`src/rtl/flash_cmd_pkg.sv`:
```
package flash_cmd_pkg;

    localparam int CMD_W   = 8;
    localparam int NUM_ERR = 3;
    localparam int SR_W    = 8;

    localparam int SR_READY = 7;
    localparam int SR_ESUSP = 6;
    localparam int SR_PSUSP = 2;

    localparam logic [CMD_W-1:0] CMD_RD_ARRAY = 8'hFF;
    localparam logic [CMD_W-1:0] CMD_RD_IDENT = 8'h90;
    localparam logic [CMD_W-1:0] CMD_RD_STAT  = 8'h70;
    localparam logic [CMD_W-1:0] CMD_RD_QUERY = 8'h98;
    localparam logic [CMD_W-1:0] CMD_PROGRAM  = 8'h40;
    localparam logic [CMD_W-1:0] CMD_ERASE    = 8'h20;
    localparam logic [CMD_W-1:0] CMD_CLR_STAT = 8'h50;

    typedef enum logic [1:0] {
        RS_ARRAY  = 2'd0,
        RS_IDENT  = 2'd1,
        RS_STATUS = 2'd2,
        RS_QUERY  = 2'd3
    } rd_state_e;

    typedef struct packed {
        logic      sel_valid;
        rd_state_e sel;
        logic      start;
        logic      clr;
    } cmd_dec_t;

    // Sticky error k maps to status bit 1, 3, 5
    function automatic int err_bit(input int k);
        return 1 + 2 * k;
    endfunction

    function automatic cmd_dec_t decode_cmd(input logic [CMD_W-1:0] b);
        cmd_dec_t d;
        d = '{sel_valid: 1'b0, sel: RS_ARRAY, start: 1'b0, clr: 1'b0};
        case (b)
            CMD_RD_ARRAY: begin d.sel_valid = 1'b1; d.sel = RS_ARRAY;  end
            CMD_RD_IDENT: begin d.sel_valid = 1'b1; d.sel = RS_IDENT;  end
            CMD_RD_STAT:  begin d.sel_valid = 1'b1; d.sel = RS_STATUS; end
            CMD_RD_QUERY: begin d.sel_valid = 1'b1; d.sel = RS_QUERY;  end
            CMD_PROGRAM,
            CMD_ERASE:    begin d.start = 1'b1; d.sel = RS_STATUS; end
            CMD_CLR_STAT: d.clr = 1'b1;
            default:      ;
        endcase
        return d;
    endfunction

endpackage

```
`src/rtl/flash_cmd_decoder.sv`:
```
module flash_cmd_decoder
    import flash_cmd_pkg::*;
(
    input  logic             clk,
    input  logic             rst,
    input  logic             cmd_wr,
    input  logic [CMD_W-1:0] cmd_byte,
    input  logic             ready,
    output cmd_dec_t         acc
);
    cmd_dec_t raw;

    always_comb begin
        raw = decode_cmd(cmd_byte);
        acc = raw;
        if (!(cmd_wr && ready)) begin
            acc.sel_valid = 1'b0;
            acc.start     = 1'b0;
            acc.clr       = 1'b0;
        end
    end

    // nothing is accepted while busy
    assert_busy_gate_R5: assert property (@(posedge clk) disable iff (rst)
        !ready |-> !(acc.sel_valid || acc.start || acc.clr));

    // at most one action per accepted byte
    assert_one_action_R3: assert property (@(posedge clk) disable iff (rst)
        $onehot0({acc.sel_valid, acc.start, acc.clr}));

endmodule

```
`src/rtl/flash_rdstate_fsm.sv`:
```
module flash_rdstate_fsm
    import flash_cmd_pkg::*;
(
    input  logic      clk,
    input  logic      rst,
    input  cmd_dec_t  acc,
    output rd_state_e rd_state
);
    rd_state_e state_q;

    always_ff @(posedge clk) begin
        if (rst) begin
            state_q <= RS_ARRAY;
        end else if (acc.sel_valid || acc.start) begin
            state_q <= acc.sel;
        end
    end

    assign rd_state = state_q;

    // program/erase start lands in status read
    assert_start_status_R4: assert property (@(posedge clk) disable iff (rst)
        acc.start |=> (rd_state == RS_STATUS));

    // no selecting action keeps the state
    assert_hold_state_R3: assert property (@(posedge clk) disable iff (rst)
        !(acc.sel_valid || acc.start) |=> $stable(rd_state));

endmodule

```
`src/rtl/flash_status_reg.sv`:
```
module flash_status_reg
    import flash_cmd_pkg::*;
(
    input  logic               clk,
    input  logic               rst,
    input  logic               start,
    input  logic               clr,
    input  logic               done,
    input  logic [NUM_ERR-1:0] err,
    input  logic               erase_susp,
    input  logic               prog_susp,
    output logic [SR_W-1:0]    status
);
    logic               ready_q;
    logic               esusp_q;
    logic               psusp_q;
    logic [NUM_ERR-1:0] sticky_q;

    always_ff @(posedge clk) begin
        if (rst) begin
            ready_q <= 1'b1;
            esusp_q <= 1'b0;
            psusp_q <= 1'b0;
        end else begin
            esusp_q <= erase_susp;
            psusp_q <= prog_susp;
            if (start) begin
                ready_q <= 1'b0;
            end else if (done) begin
                ready_q <= 1'b1;
            end
        end
    end

    for (genvar k = 0; k < NUM_ERR; k++) begin : g_sticky
        always_ff @(posedge clk) begin
            if (rst) begin
                sticky_q[k] <= 1'b0;
            end else if (err[k]) begin
                sticky_q[k] <= 1'b1;
            end else if (clr) begin
                sticky_q[k] <= 1'b0;
            end
        end

        // an error pulse always leaves its bit set
        assert_err_set_R7: assert property (@(posedge clk) disable iff (rst)
            err[k] |=> status[err_bit(k)]);
    end

    always_comb begin
        status           = '0;
        status[SR_READY] = ready_q;
        status[SR_ESUSP] = esusp_q;
        status[SR_PSUSP] = psusp_q;
        for (int k = 0; k < NUM_ERR; k++) begin
            status[err_bit(k)] = sticky_q[k];
        end
    end

    // without a clear, set sticky bits never drop
    assert_sticky_hold_R7: assert property (@(posedge clk) disable iff (rst)
        !clr |=> ((sticky_q & $past(sticky_q)) == $past(sticky_q)));

    // a clear without error pulses empties the sticky bits
    assert_clear_R8: assert property (@(posedge clk) disable iff (rst)
        (clr && (err == '0)) |=> (sticky_q == '0));

    // done sets ready unless a start coincides
    assert_done_ready_R6: assert property (@(posedge clk) disable iff (rst)
        (done && !start) |=> status[SR_READY]);

endmodule

```
`src/rtl/flash_rdstate_ctrl.sv`:
```
module flash_rdstate_ctrl
    import flash_cmd_pkg::*;
(
    input  logic               clk,
    input  logic               rst,
    input  logic               cmd_wr,
    input  logic [CMD_W-1:0]   cmd_byte,
    input  logic               op_done,
    input  logic [NUM_ERR-1:0] op_err,
    input  logic               erase_susp,
    input  logic               prog_susp,
    output logic [1:0]         rd_state,
    output logic [SR_W-1:0]    status
);
    cmd_dec_t  acc;
    rd_state_e state_w;

    flash_cmd_decoder u_dec (
        .clk      (clk),
        .rst      (rst),
        .cmd_wr   (cmd_wr),
        .cmd_byte (cmd_byte),
        .ready    (status[SR_READY]),
        .acc      (acc)
    );

    flash_rdstate_fsm u_fsm (
        .clk      (clk),
        .rst      (rst),
        .acc      (acc),
        .rd_state (state_w)
    );

    flash_status_reg u_sr (
        .clk        (clk),
        .rst        (rst),
        .start      (acc.start),
        .clr        (acc.clr),
        .done       (op_done),
        .err        (op_err),
        .erase_susp (erase_susp),
        .prog_susp  (prog_susp),
        .status     (status)
    );

    assign rd_state = state_w;

    // reset state
    assert_reset_R2: assert property (@(posedge clk)
        rst |=> (rd_state == 2'd0 && status == 8'h80));

    // busy writes leave the read state alone
    assert_busy_ignore_R5: assert property (@(posedge clk) disable iff (rst)
        (cmd_wr && !status[SR_READY]) |=> $stable(rd_state));

    // bits 4 and 0 are always zero
    assert_zero_bits_R9: assert property (@(posedge clk) disable iff (rst)
        status[4] == 1'b0 && status[0] == 1'b0);

endmodule

```
`config.mk`:
```
export PLATFORM = sky130hd
export DESIGN_NAME = flash_rdstate_ctrl
export DESIGN_NICKNAME = d
export VERILOG_FILES = /design/src/rtl/flash_cmd_pkg.sv /design/src/rtl/flash_cmd_decoder.sv /design/src/rtl/flash_rdstate_fsm.sv /design/src/rtl/flash_status_reg.sv /design/src/rtl/flash_rdstate_ctrl.sv
export SDC_FILE = /design/constraint.sdc
export NUM_CORES = 1
export LEC_CHECK = 0
export ABC_AREA = 1
export ABC_CLOCK_PERIOD_IN_PS = 1800
export BUFFER_PORTS_ARGS = -buffer_cell sky130_fd_sc_hd__buf_2
export CAP_MARGIN = 25
export CORE_UTILIZATION = 23
export CTS_BUF_LIST = sky130_fd_sc_hd__clkbuf_8 sky130_fd_sc_hd__clkbuf_16
export CTS_CLUSTER_DIAMETER = 150
export DETAILED_ROUTE_END_ITERATION = 12
export GPL_TIMING_DRIVEN = 0
export SLEW_MARGIN = 20
export SYNTH_ARGS = -nofsm -noshare
export SYNTH_HDL_FRONTEND = slang
export SYNTH_SLANG_ARGS = --single-unit
export TNS_END_PERCENT = 50
```
`constraint.sdc`:
```
create_clock -name clk -period 1.8 [get_ports clk]
set_input_delay 0.18 -clock clk [delete_from_list [all_inputs] [get_ports clk]]
set_output_delay 0.18 -clock clk [all_outputs]
set_load 0.1 [all_outputs]
```
# After elaboration in Yosys (flattened, before gate mapping)

Index checks and enable logic that the tools add are counted.

Register bits after elaboration: 8
Output and inout bits: 10
Logic and storage cells: 35

Equality and inequality tests: 7
Multiplexer cells: 12
Reductions and logical operators: 9

Operators by type and width:

| operator                                                               | count |
|---|---|
| 8-bit by 7-bit equality test with 1-bit output (second input constant) | 3 |
| 8-bit equality test (second input constant)                            | 3 |
| 1-bit two-way mux                                                      | 10 |
| 8-bit by 6-bit equality test with 1-bit output (second input constant) | 1 |
| 2-bit nonzero test                                                     | 4 |
| 2-bit one-hot mux with 3 select lines                                  | 1 |
| 4-bit OR reduction                                                     | 1 |
| 3-bit OR reduction                                                     | 1 |
| 2-bit two-way mux                                                      | 1 |
| 2-bit OR reduction                                                     | 1 |
| 1-bit logical AND                                                      | 1 |
| 1-bit logical OR                                                       | 1 |

# Longest topological paths before layout

Word-level depth: 6
Mapped depth: 9
Gate-level depth less buffers: 9

# Cells and area by module

A second synthesis with hierarchy kept.

Cell total of the unflattened synthesis: 80
Area, all modules: 493.0 µm²

By module, submodules not included:

| module            | instances | cells each | area each (µm²) |
|---|---|---|---|
| flash_status_reg  | 1         | 28         | 229.0 |
| flash_cmd_decoder | 1         | 38         | 171.4 |
| flash_rdstate_fsm | 1         | 14         | 92.6 |

# Worst setup path after synthesis

OpenSTA, ideal clock, no wires.

Kind: reg-to-reg
Start: reg u_sr.status[1] (netlist name)
End: reg u_sr.sticky_q[0], in the netlist u_sr.status[1]
Library setup time: 66 ps
Arrival: 1171 ps
Path slack: 562 ps
Stages on the path, launching flop included: 3
Path buffers: 0
Period minus slack after synthesis: 1238 ps
Path through: dfxtp_1 a21oi_1 nor2_1

RTL lines:

| item                          | line                   | source |
|---|---|---|
| end signal, assigned by index | flash_status_reg.sv:38 | `sticky_q[k] <= 1'b0;` |
| end signal, assigned by index | flash_status_reg.sv:40 | `sticky_q[k] <= 1'b1;` |
| end signal, assigned by index | flash_status_reg.sv:42 | `sticky_q[k] <= 1'b0;` |
| end, declared                 | flash_status_reg.sv:17 | `logic [NUM_ERR-1:0] sticky_q;` |

# Final worst setup path

Start: reg u_sr.ready_q
End: out status[7]

RTL lines:

| item                   | line                     | source |
|---|---|---|
| start, declared        | flash_status_reg.sv:14   | `logic ready_q;` |
| start signal, assigned | flash_status_reg.sv:21   | `ready_q <= 1'b1;` |
| start signal, assigned | flash_status_reg.sv:28   | `ready_q <= 1'b0;` |
| start signal, assigned | flash_status_reg.sv:30   | `ready_q <= 1'b1;` |
| end, declared          | flash_rdstate_ctrl.sv:13 | `output logic [SR_W-1:0] status` |

No word-level cell between the ends.

==> impl_results.md <==
* Grt ovf at 0
* Worst hold path class: input pin to flop
* Synthesis-to-layout area growth at 43.59%
* Max Fanout on Critical Path at 3
* Worst Skew at roughly 0.0005 ns
* Worst EP required at 1.62 ns
* Detail Route Antenna Nets at 0
* Worst-path clk slew at approximately 0.04 ns
* First-pass GRT wire length at 1.242 mm
* Post-CTS setup buffers at 0
* CP Launch Type: flop
* Die W at around 46 microns
* Max clock buf depth at 2
* Post-synth EDFFs at 0
* Max_cap viols at 0
* Finished Cell Area at around 630 sq um
* Hold_buf cts at 0
* Fin. Hold Viols at 0
* Maximum VDD drop at 0.3928 mV
* CP cell instances: buf_4, buf_2
* Drt pass-1 iters at 4
* Complex-gate fraction of the synthesized area at about 7%
* Die Ht at 45.70 microns
* CTS sink cnt at 8
* Final nets at 117
* Reg2reg setup slack at 0.69 ns
* Post-layout min period at 1.256 ns
* Final setup viols at 0
* Static Leak at 0.3648 nW
* N_diodes at 0
* Power Density at between 800 and 900 mW/mm^2
* Final wirelength at around 890 microns
* Row count at 15
* Setup TNS Final at 0 ns
* Distinct cells, synth at 13
* Mux share of post-synthesis cell area at 0%
* Largest family of logic cells by synthesized area: simple AND/OR/NAND/NOR gates
* FF+latch count, synth at 8
* Synthesized area per cell at 6.186 sq um
* P_int at between 0.3 and 0.4 mW
* Clock power frac at 39.4%
* Synth Area in XOR/XNOR at 0%
* Fin. max-slew vios at 0
* Most used flip-flop cell after synthesis: dfxtp_1
* Vias per cell at 3.870
* H-tree depth at 1
* Overall routing resource usage at 8.497%
* DPL Wire Length at between 700 and 800 microns
* Post-Syn Area at 439.2 sq um
* CTS tree: built
* Num ports at 27
* Via count at 476
* Placed cell areas at around 600 sq um
* RePlAce Congestion at 0.7083
* CTS Buf Count at 3
* Arr. time, crit path at 1.08 ns
* Share of flip-flops with an asynchronous set or reset at 0%
* CP peak stage delay at 0.41 ns
* Root buf cell: clkbuf_8
* Pin count of the biggest net entering global routing at 9
* Die area at ~0.0021 sq mm
* RSZ-0062 raised after global routing: no
* Fill cells at 204
* Post-synthesis simple-gate area fraction at between 30% and 40%
* Max Freq at between 700 and 800 MHz
* Initial Utilization at 24.89%
* Core box area at about 0.0018 sq mm
* Final worst path period share at 69.80%
* Switch Pwr at 0.1660 mW
* Critical path class: flop to output pin
* Residual DRC at 0
* PortBufs at 23
* Combinational share of power at 24.9%
* Switching Fraction at 31.46%
* Crit-path slowest cell: buf_2
* Layout cells sized above 1 at around a third
* Post-synthesis cell count at 71
* WL/cell at just over 7 microns
* Adder-Cell Fraction of Synth Area at 0%
* Resized cells post-CTS at 0
* Status: completed
* Seq pwr share at 35.7%
* First DRT Iteration DRCs at 2
* Skew-Pair Late Insertion Delay at 0.22 ns
* Initial antenna violation count at 0
* YS warnings at 0
* Crit. End Element: output pin
* Vias in the first global route at 350
* Sequential fraction of the synthesis area at 36.47%
layer usage:
metal  vias to the layer above  wire (microns)  global-route usage, %
met5                         -               0                      0
met4                         0               0                  3.529
met3                         0              62                  5.159
met2                        14             445                  11.71
met1                       202             378                  10.55
li1                        260               -                      -
cell families after synthesis:
logic type             count (synthesis)
AO/OA/AOI/OAI                          6
buffers and inverters                 18
flip-flops                             8
other                                  1
AND/OR/NAND/NOR                       38
per-stage QoR:
stage / setup WS (ns) / hold slack (ns) / power, mW / instances / utilization, %
2_1_floorplan: 0.5625 / 0.2870 / 0.2921 / 72 / -
3_3_place_gp: 0.6179 / 0.3828 / 0.3212 / 120 / 33.40
3_5_place_dp: 0.5984 / 0.3882 / 0.3230 / 120 / 33.40
4_1_cts: 0.5352 / 0.1556 / 0.5337 / 123 / 35.74
5_1_grt: 0.5031 / 0.1761 / 0.5492 / 123 / 35.74
6_report: 0.5436 / 0.1573 / 0.5276 / 123 / 35.74
Yosys cell counts, types with 2 or more instances:
| cell type | n | area (sq um) |
|---|---|---|
| nand3_1 | 2 | 10.01 |
| buf_4 | 5 | 37.54 |
| nor2_1 | 11 | 41.29 |
| a21oi_1 | 5 | 25.02 |
| nand2_1 | 21 | 78.83 |
| dfxtp_1 | 8 | 160.2 |
| nand4_1 | 2 | 12.51 |
| inv_1 | 12 | 45.04 |
path summary, 6_finish.rpt:
path                                        start                end  cells after the start
worst max-delay path                 u_sr.ready_q          status[7]                      2
worst min register to register  u_fsm.rd_state[0]  u_fsm.rd_state[0]                      2
worst max register to register       u_sr.ready_q     u_sr.status[3]                      6
worst min-delay path                   erase_susp       u_sr.esusp_q                      3
cells in the final DEF (no fill, tap or decap):
cell / Yosys / routed
clkbuf_1: 1 / 1
or2_4: 1 / 1
buf_4: 5 / 5
o22ai_1: 1 / 1
buf_2: 0 / 23
dfxtp_1: 8 / 8
nand2_1: 21 / 21
nor2_1: 11 / 11
clkbuf_8: 0 / 3
nor2_2: 1 / 1
inv_1: 12 / 12
conb_1: 1 / 2
nand4_1: 2 / 2
nand3_1: 2 / 2
a21oi_1: 5 / 5
power groups by stage:
| stage | Clock, mW | Sequential, mW | Combinational (mW) |
|---|---|---|---|
| 2_1_floorplan | 0 | 0.226 | 0.0658 |
| 3_3_place_gp | 0 | 0.191 | 0.130 |
| 3_5_place_dp | 0 | 0.191 | 0.132 |
| 4_1_cts | 0.213 | 0.188 | 0.132 |
| 5_1_grt | 0.220 | 0.189 | 0.141 |
| 6_report | 0.208 | 0.188 | 0.131 |
critical path: cells and delay by family, from the launching register on:
kind,cells,cell delay [ns]
DFF,1,0.33
buffers and inverters,2,0.52
cell type report:
class / instances / area, sq um / area share, %
plain buffers: 6 / 41.29 / 6.548
clock buffers: 3 / 41.29 / 6.548
inverters: 12 / 45.04 / 7.143
multi-input cells: 46 / 196.4 / 31.15
flip-flops and latches: 8 / 160.2 / 25.40
well taps: 25 / 31.28 / 4.960
repair buffers: 23 / 115.1 / 18.25
state kept, by name, indices dropped and copies added, names as in the netlist:
| name | flops |
|---|---|
| u_sr.psusp_q | 1 |
| u_fsm.rd_state | 2 |
| u_sr.ready_q | 1 |
| u_sr.esusp_q | 1 |
| u_sr.status | 3 |
(Power assumes the default switching activity.)
